--- config.mk ---
export PLATFORM = sky130hd
export DESIGN_NAME = ctl3w_rx
export DESIGN_NICKNAME = d
export VERILOG_FILES = /design/src/rtl/ctl3w_pkg.sv /design/src/rtl/ctl3w_sync.sv /design/src/rtl/ctl3w_ctrl.sv /design/src/rtl/ctl3w_dp.sv /design/src/rtl/ctl3w_rx.sv
export SDC_FILE = /design/constraint.sdc
export NUM_CORES = 1
export LEC_CHECK = 0
export ABC_AREA = 1
export BUFFER_PORTS_ARGS = -buffer_cell sky130_fd_sc_hd__buf_2
export CAP_MARGIN = 20
export CORE_UTILIZATION = 50
export CTS_CLUSTER_DIAMETER = 200
export DETAILED_ROUTE_END_ITERATION = 6
export PLACE_DENSITY = 0.75
export RECOVER_POWER = 25
export SETUP_SLACK_MARGIN = 0.2
export SYNTH_ARGS = -nofsm -noshare
export SYNTH_HDL_FRONTEND = slang
export SYNTH_SLANG_ARGS = --single-unit
--- constraint.sdc ---
create_clock -name clk -period 1.6 [get_ports clk]
set_input_delay 0 -clock clk [delete_from_list [all_inputs] [get_ports clk]]
set_output_delay 0 -clock clk [all_outputs]
set_load 0.005 [all_outputs]
--- src/rtl/ctl3w_pkg.sv ---
package ctl3w_pkg;
  typedef struct packed {
    logic shift;
    logic wrData;
    logic wrStat;
  } ctl3w_stb_t;

  localparam logic [1:0] XFER_DATA = 2'b00;
  localparam logic [1:0] XFER_STAT = 2'b10;
endpackage

--- src/rtl/ctl3w_sync.sv ---
module ctl3w_sync #(
  parameter int W = 3,
  parameter int STAGES = 2
) (
  input  logic         clk,
  input  logic         rstN,
  input  logic [W-1:0] din,
  output logic [W-1:0] dout
);
  logic [W-1:0] chain [STAGES];

  always_ff @(posedge clk or negedge rstN) begin
    if (!rstN) chain[0] <= '0;
    else       chain[0] <= din;
  end

  for (genvar s = 1; s < STAGES; s++) begin : g_stage
    always_ff @(posedge clk or negedge rstN) begin
      if (!rstN) chain[s] <= '0;
      else       chain[s] <= chain[s-1];
    end
  end

  assign dout = chain[STAGES-1];
endmodule

--- src/rtl/ctl3w_ctrl.sv ---
module ctl3w_ctrl
  import ctl3w_pkg::*;
#(
  parameter int BYTE_W = 8,
  parameter int ADDR_W = 6,
  parameter logic [ADDR_W-1:0] DEV_ADDR = 6'b000101,
  parameter int SYNC_STAGES = 2,
  localparam int CNT_W = $clog2(BYTE_W),
  localparam int TYPE_W = BYTE_W - ADDR_W
) (
  input  logic              clk,
  input  logic              rstN,
  input  logic              serClk,
  input  logic              serData,
  input  logic              serMode,
  input  logic [BYTE_W-1:0] nextByte,
  output ctl3w_stb_t        stb,
  output logic              dataBit,
  output logic              devSel,
  output logic [TYPE_W-1:0] xferType,
  output logic [CNT_W-1:0]  bitCnt,
  output logic              modeS
);
  logic clkS, clkPrev, modePrev;
  logic clkRise, modeChg, byteEnd;
  logic [2:0] syncOut;

  ctl3w_sync #(.W(3), .STAGES(SYNC_STAGES)) u_sync (
    .clk  (clk),
    .rstN (rstN),
    .din  ({serClk, serData, serMode}),
    .dout (syncOut)
  );

  assign clkS    = syncOut[2];
  assign dataBit = syncOut[1];
  assign modeS   = syncOut[0];

  assign clkRise = clkS & ~clkPrev;
  assign modeChg = modeS ^ modePrev;

  always_comb begin
    stb        = '0;
    stb.shift  = clkRise & ~modeChg;
    byteEnd    = stb.shift && (bitCnt == CNT_W'(BYTE_W - 1));
    stb.wrData = byteEnd & modeS & devSel & (xferType == TYPE_W'(XFER_DATA));
    stb.wrStat = byteEnd & modeS & devSel & (xferType == TYPE_W'(XFER_STAT));
  end

  always_ff @(posedge clk or negedge rstN) begin
    if (!rstN) begin
      clkPrev  <= 1'b0;
      modePrev <= 1'b0;
      bitCnt   <= '0;
      devSel   <= 1'b0;
      xferType <= '0;
    end else begin
      clkPrev  <= clkS;
      modePrev <= modeS;
      if (modeChg)      bitCnt <= '0;
      else if (byteEnd) bitCnt <= '0;
      else if (stb.shift) bitCnt <= bitCnt + 1'b1;
      if (byteEnd && !modeS) begin
        devSel   <= (nextByte[BYTE_W-1 -: ADDR_W] == DEV_ADDR);
        xferType <= nextByte[TYPE_W-1:0];
      end
    end
  end
endmodule

--- src/rtl/ctl3w_dp.sv ---
module ctl3w_dp
  import ctl3w_pkg::*;
#(
  parameter int BYTE_W = 8,
  parameter int VAL_W = 6,
  parameter int REGS = 4,
  localparam int SEL_W = $clog2(REGS)
) (
  input  logic                  clk,
  input  logic                  rstN,
  input  ctl3w_stb_t            stb,
  input  logic                  dataBit,
  output logic [BYTE_W-1:0]     nextByte,
  output logic [REGS*VAL_W-1:0] dataRegs,
  output logic [REGS*VAL_W-1:0] statRegs
);
  logic [BYTE_W-1:0] shiftReg;
  logic [SEL_W-1:0]  regSel;
  logic [VAL_W-1:0]  regVal;
  logic [VAL_W-1:0]  dataArr [REGS];
  logic [VAL_W-1:0]  statArr [REGS];

  assign nextByte = {dataBit, shiftReg[BYTE_W-1:1]};
  assign regSel   = nextByte[BYTE_W-1 -: SEL_W];
  assign regVal   = nextByte[VAL_W-1:0];

  always_ff @(posedge clk or negedge rstN) begin
    if (!rstN)          shiftReg <= '0;
    else if (stb.shift) shiftReg <= nextByte;
  end

  for (genvar g = 0; g < REGS; g++) begin : g_reg
    always_ff @(posedge clk or negedge rstN) begin
      if (!rstN) begin
        dataArr[g] <= '0;
        statArr[g] <= '0;
      end else begin
        if (stb.wrData && regSel == SEL_W'(g)) dataArr[g] <= regVal;
        if (stb.wrStat && regSel == SEL_W'(g)) statArr[g] <= regVal;
      end
    end
    assign dataRegs[g*VAL_W +: VAL_W] = dataArr[g];
    assign statRegs[g*VAL_W +: VAL_W] = statArr[g];
  end
endmodule

--- src/rtl/ctl3w_rx.sv ---
module ctl3w_rx
  import ctl3w_pkg::*;
#(
  parameter int BYTE_W = 8,
  parameter int ADDR_W = 6,
  parameter logic [ADDR_W-1:0] DEV_ADDR = 6'b000101,
  parameter int SYNC_STAGES = 2,
  parameter int VAL_W = 6,
  parameter int REGS = 4,
  localparam int CNT_W = $clog2(BYTE_W),
  localparam int TYPE_W = BYTE_W - ADDR_W
) (
  input  logic                  clk,
  input  logic                  rstN,
  input  logic                  serClk,
  input  logic                  serData,
  input  logic                  serMode,
  output logic [VAL_W-1:0]      volLevel,
  output logic [VAL_W-1:0]      bassLevel,
  output logic [VAL_W-1:0]      trebleLevel,
  output logic [VAL_W-1:0]      miscCtrl,
  output logic [REGS*VAL_W-1:0] statusCfg
);
  ctl3w_stb_t            stb;
  logic                  dataBit;
  logic                  devSel;
  logic [TYPE_W-1:0]     xferType;
  logic [CNT_W-1:0]      bitCnt;
  logic                  modeS;
  logic [BYTE_W-1:0]     nextByte;
  logic [REGS*VAL_W-1:0] dataRegs;
  logic [REGS*VAL_W-1:0] statRegs;

  ctl3w_ctrl #(
    .BYTE_W(BYTE_W), .ADDR_W(ADDR_W), .DEV_ADDR(DEV_ADDR), .SYNC_STAGES(SYNC_STAGES)
  ) u_ctrl (
    .clk(clk), .rstN(rstN), .serClk(serClk), .serData(serData), .serMode(serMode),
    .nextByte(nextByte), .stb(stb), .dataBit(dataBit), .devSel(devSel),
    .xferType(xferType), .bitCnt(bitCnt), .modeS(modeS)
  );

  ctl3w_dp #(.BYTE_W(BYTE_W), .VAL_W(VAL_W), .REGS(REGS)) u_dp (
    .clk(clk), .rstN(rstN), .stb(stb), .dataBit(dataBit),
    .nextByte(nextByte), .dataRegs(dataRegs), .statRegs(statRegs)
  );

  assign volLevel    = dataRegs[0*VAL_W +: VAL_W];
  assign bassLevel   = dataRegs[1*VAL_W +: VAL_W];
  assign trebleLevel = dataRegs[2*VAL_W +: VAL_W];
  assign miscCtrl    = dataRegs[3*VAL_W +: VAL_W];
  assign statusCfg   = statRegs;
endmodule

==> summary by stage <==
Outcome
The flow ran to the end, but the final reports show violations. The final reports fail on setup timing.

Clock network
In this run the clock root is driven by a sky130_fd_sc_hd__clkbuf_8. Clock tree synthesis found a total of 69 sinks. TritonCTS built the clock tree. Clock latency on the worst-skew pair, taken at its later pin, is 0.35 ns. The longest clock path from root to sink contains 2 buffers. The clock input transition at the sequential cells of the worst setup and hold paths is around 0.07 ns. The number of clock buffers inserted by TritonCTS is 9. The clock tree synthesis step divided the H-tree into 3 levels.

Synth
In this run the biggest area consumer among cell types represents between 50% and 60% of the synthesized area. The commonest cells after synthesis are 108 x sky130_fd_sc_hd__nand2_1, 69 x sky130_fd_sc_hd__dfrtp_1, 50 x sky130_fd_sc_hd__nand4_1, 15 x sky130_fd_sc_hd__buf_2, 14 x sky130_fd_sc_hd__o21ai_0. The number of storage elements in the synthesis netlist is just under 70.

The synthesized netlist devotes 0.858% of its cell area to adder and majority cells. The post-synthesis sequential area ratio is roughly three fifths. The average instance in the mapped netlist occupies a little under 10 µm². The most common flop cell mapped by yosys is sky130_fd_sc_hd__dfrtp_1.

The dominant combinational cell family by area after synthesis is simple AND/OR/NAND/NOR gates. The post-synthesis instance total is about 300. The cell area after technology mapping is ~2900 µm². The most common cell in the netlist is sky130_fd_sc_hd__nand2_1.

The synthesized design contains 0 enable-type register cells. During synthesis, Yosys emitted a total of 0 warnings. After synthesis, the cell types taking the most area are sky130_fd_sc_hd__dfrtp_1 59%, sky130_fd_sc_hd__nand2_1 14%, sky130_fd_sc_hd__nand4_1 11%.

Multiplexer cells account for 0% of the synthesized area. Of the total synthesized cell area, the portion taken by AND, OR, NAND and NOR gates is a little over 30%. The post-synth net total is around 300. For this run, asynchronously set or reset flops after synthesis account for 100%. The synthesized netlist devotes around 2.4% of its cell area to compound gates. Of the total synthesized cell area, the portion taken by XOR and XNOR cells is 0.300%.

The number of different library cells in the post-synthesis netlist is 16. The largest area contributor in the synthesized netlist is sky130_fd_sc_hd__dfrtp_1.

Timing
The final number of hold-violating endpoints was 0. The setup slack of the critical path after layout is -0.0847 ns. Setup repair after global routing could not meet its margin everywhere. The actual slew at the worst max-slew pin is ~0.63 ns. The clock period minus final worst setup slack is roughly 1.7 ns. The setup violation total in the final timing report is between 40 and 50. The max-slew violation count is 0. The final clock period utilization by the worst path is 105%. For the final routed database, the setup TNS stands at -1.22 ns.

Measured against its own limit, the worst slew margin works out to 58.1%. The worst setup skew after layout is 0.00905 ns. The highest achievable clock rate is approximately 0.59 GHz.

Floorplanning
Measured along the x axis, the die boundary spans around 80 µm. The starting utilization of the core area is a little over half. The floorplan has 27 rows. The height of the die is 78.4 µm.

The floorplan step defined a core boundary enclosing roughly 5600 µm². The area enclosed by the die boundary is between 6000 and 7000 µm². For this design the top-level I/O count stands at 53.

Finish
The area of the multi-input gates is roughly 1100 µm². After routing the design area is about 3800 µm². The number of antenna diodes is 0. In the final layout, flip-flops and latches occupy ~1700 µm².

After the flow finishes, the layout carries non-filler instances totaling between 400 and 500. After the last flow step, the layout net total stands at between 300 and 400. The area growth from synthesis to final layout is 31.0%. The ratio of cells with drive above 1 in the final layout is 37.5%.

Counting the fill cells in the layout gives ~430.

Global routing
The number of antenna violations at the first check in global routing is 0. The first global-routing pass estimated 11400 µm of wire. Entering global routing, the biggest net connects 25 pins. The remaining global-route overflow is 0. The via count of the first global-routing pass is roughly 2300. The global routing usage summed across all routing layers is between 20 and 25%.

Setup path
In this run the worst path has a maximum fanout of 5. At the worst endpoint, the required time is 1.88 ns. The critical-path cell with the highest stage delay is sky130_fd_sc_hd__dfrtp_1. STA puts the critical path data arrival time at about 2.0 ns. The delay of the slowest critical-path stage is between 0.3 and 0.4 ns.

The critical path's most frequent cell is sky130_fd_sc_hd__nand4_1. The category of the worst setup path capture point is a flip-flop. STA classifies the critical path startpoint as a flip-flop. Traced cell by cell, the critical path runs through ha_2 > ha_4 > nand4_1 > nor2_4 > buf_12 > buf_16 > buf_4 > nand4_1 > nand2_1. The worst setup path category is flip-flop to flip-flop.

Power
Dividing total power by cell area gives a power density of 978 nW/µm². For this design the static power due to leakage is 2.02 nW. The worst ir drop on vdd is roughly 0.68 mV.

The design draws ~0.0037 W.

Drt
For this block, the routed nets add up to a little over 7000 µm of wire. The count of nets left with antenna violations once routing finished came out at 0. After detailed routing, the average wire length per cell comes to roughly 16 µm.

After the first detailed-routing iteration, the DRC count stood at 185. The routed layout has ~2500 vias. The number of iterations in the first detailed-routing pass is 4.

The average via count per standard cell is 5.51. In the routed design, unresolved DRC markers number 0.

Placement
Routability-driven placement finished with a final weighted congestion of ~0.8. The instance area after placement is 3260 µm². During placement, the flow inserted port buffers numbering 52. The number of placed instances, taps included is between 400 and 500. Summed over all nets, the half-perimeter wirelength after detailed placement is 4110 µm.

Min path
The class of the most critical hold timing path is primary input to asynchronous set/reset pin.

Flow run
The number of maximum-capacitance constraint violations is 0.
what timing repair did:
item | in CTS | in global routing
hold endpoints to repair | 25 | 0
hold buffers | 4 | 0
setup buffers | 8 | 3
resized for setup | 15 | 31
endpoints found under the setup margin | 48 | 51
pin swaps | 23 | 17
cloned | 3 | 0
registers in the layout, indices dropped and copies added, names as in the netlist:
signal               count
u_dp.shiftReg            7
u_ctrl.bitCnt            3
u_ctrl.clkPrev           1
u_dp.dataRegs           24
u_ctrl.xferType          2
u_ctrl.u_sync.chain      3
u_ctrl.devSel            1
u_dp.statRegs           24
u_ctrl.u_sync.dout       3
u_ctrl.modePrev          1
worst max-delay path, delay by kind of cell (launching register included):
family / cells / cell delay (ns)
flip-flops: 1 / 0.36
buffers and inverters: 3 / 0.36
AND/OR/NAND/NOR: 4 / 0.56
adder cells (fa/ha/maj): 2 / 0.34
final timing paths:
path,startpoint,to,slack (ns),depth (start not counted)
setup / recovery,u_ctrl.bitCnt[1],u_dp.statRegs[11],-0.08,9
hold / removal,rstN,u_dp.statRegs[3],0.21,2
setup reg to reg,u_ctrl.bitCnt[1],u_dp.statRegs[11],-0.08,9
hold reg to reg,u_ctrl.u_sync.chain[3],u_ctrl.u_sync.dout[0],0.35,0
max in group asynchronous,rstN,u_dp.statRegs[19],0.43,3
min in group clk,serData,u_ctrl.u_sync.chain[4],0.30,2
placed cells by master (no fill, tap or decap):
master,netlist,final
sky130_fd_sc_hd__ha_4,0,1
sky130_fd_sc_hd__clkbuf_1,0,2
sky130_fd_sc_hd__bufinv_16,0,2
sky130_fd_sc_hd__o21ai_0,14,13
sky130_fd_sc_hd__ha_2,0,1
sky130_fd_sc_hd__clkbuf_8,0,9
sky130_fd_sc_hd__buf_6,5,1
sky130_fd_sc_hd__clkbuf_2,0,2
sky130_fd_sc_hd__xnor2_1,1,1
sky130_fd_sc_hd__buf_4,1,15
sky130_fd_sc_hd__nor2_4,4,6
sky130_fd_sc_hd__nand3_1,4,3
sky130_fd_sc_hd__dlygate4sd3_1,0,4
sky130_fd_sc_hd__dfrtp_1,69,69
sky130_fd_sc_hd__nand2_2,0,29
sky130_fd_sc_hd__inv_1,12,12
sky130_fd_sc_hd__o21ai_1,0,1
sky130_fd_sc_hd__buf_2,15,51
sky130_fd_sc_hd__clkinv_2,0,3
sky130_fd_sc_hd__inv_2,4,4
sky130_fd_sc_hd__nand4_1,50,50
sky130_fd_sc_hd__nand3_2,8,2
sky130_fd_sc_hd__nand3_4,0,7
sky130_fd_sc_hd__buf_12,0,4
sky130_fd_sc_hd__nor2_2,3,1
sky130_fd_sc_hd__nor2_1,1,1
sky130_fd_sc_hd__buf_16,0,3
sky130_fd_sc_hd__nand2_1,108,79
layout make-up:
type	count	share of cell area, %
sequential	69	45.2
timing repair buffer	80	15.5
multi-input combinational	195	30.0
clock inverter	5	1.97
inverter	16	1.57
clock buffer	11	3.44
tap	72	2.36
layer usage:
layer	global-route usage, %	vias up	routed length, µm
li1	-	1151	-
met1	31.8	1209	3020
met2	39.4	95	3530
met3	9.30	14	365
met4	8.33	0	130
met5	0	-	0
through the flow:
stage | setup slack [ns] | hold WS [ns] | utilization, %
after floorplan | 0.218 | -0.296 | -
after global placement | 0.0336 | 0.0319 | 58.4
after detailed placement | -0.0477 | 0.0398 | 58.4
after CTS | -0.00944 | 0.207 | 67.0
after global routing | -0.130 | 0.257 | 68.5
final | -0.0847 | 0.212 | 68.5
logic make-up after synthesis:
logic type | Yosys count
and+or+nand+nor | 178
adders and majority gates | 2
xor gates and xnor gates | 1
AOI/OAI and AO/OA | 14
DFF | 69
buffers and inverters | 37
where the power goes:
| group | internal, W | leakage (nW) | total (W) | switching (W) |
|---|---|---|---|---|
| clock | 0.000870 | 0.107 | 0.00149 | 0.000623 |
| combinational | 0.0000719 | 0.976 | 0.000230 | 0.000158 |
| sequential | 0.00181 | 0.940 | 0.00201 | 0.000207 |
| total | 0.00275 | 2.02 | 0.00374 | 0.000988 |
Note: power is estimated with default switching activity, not from simulation.
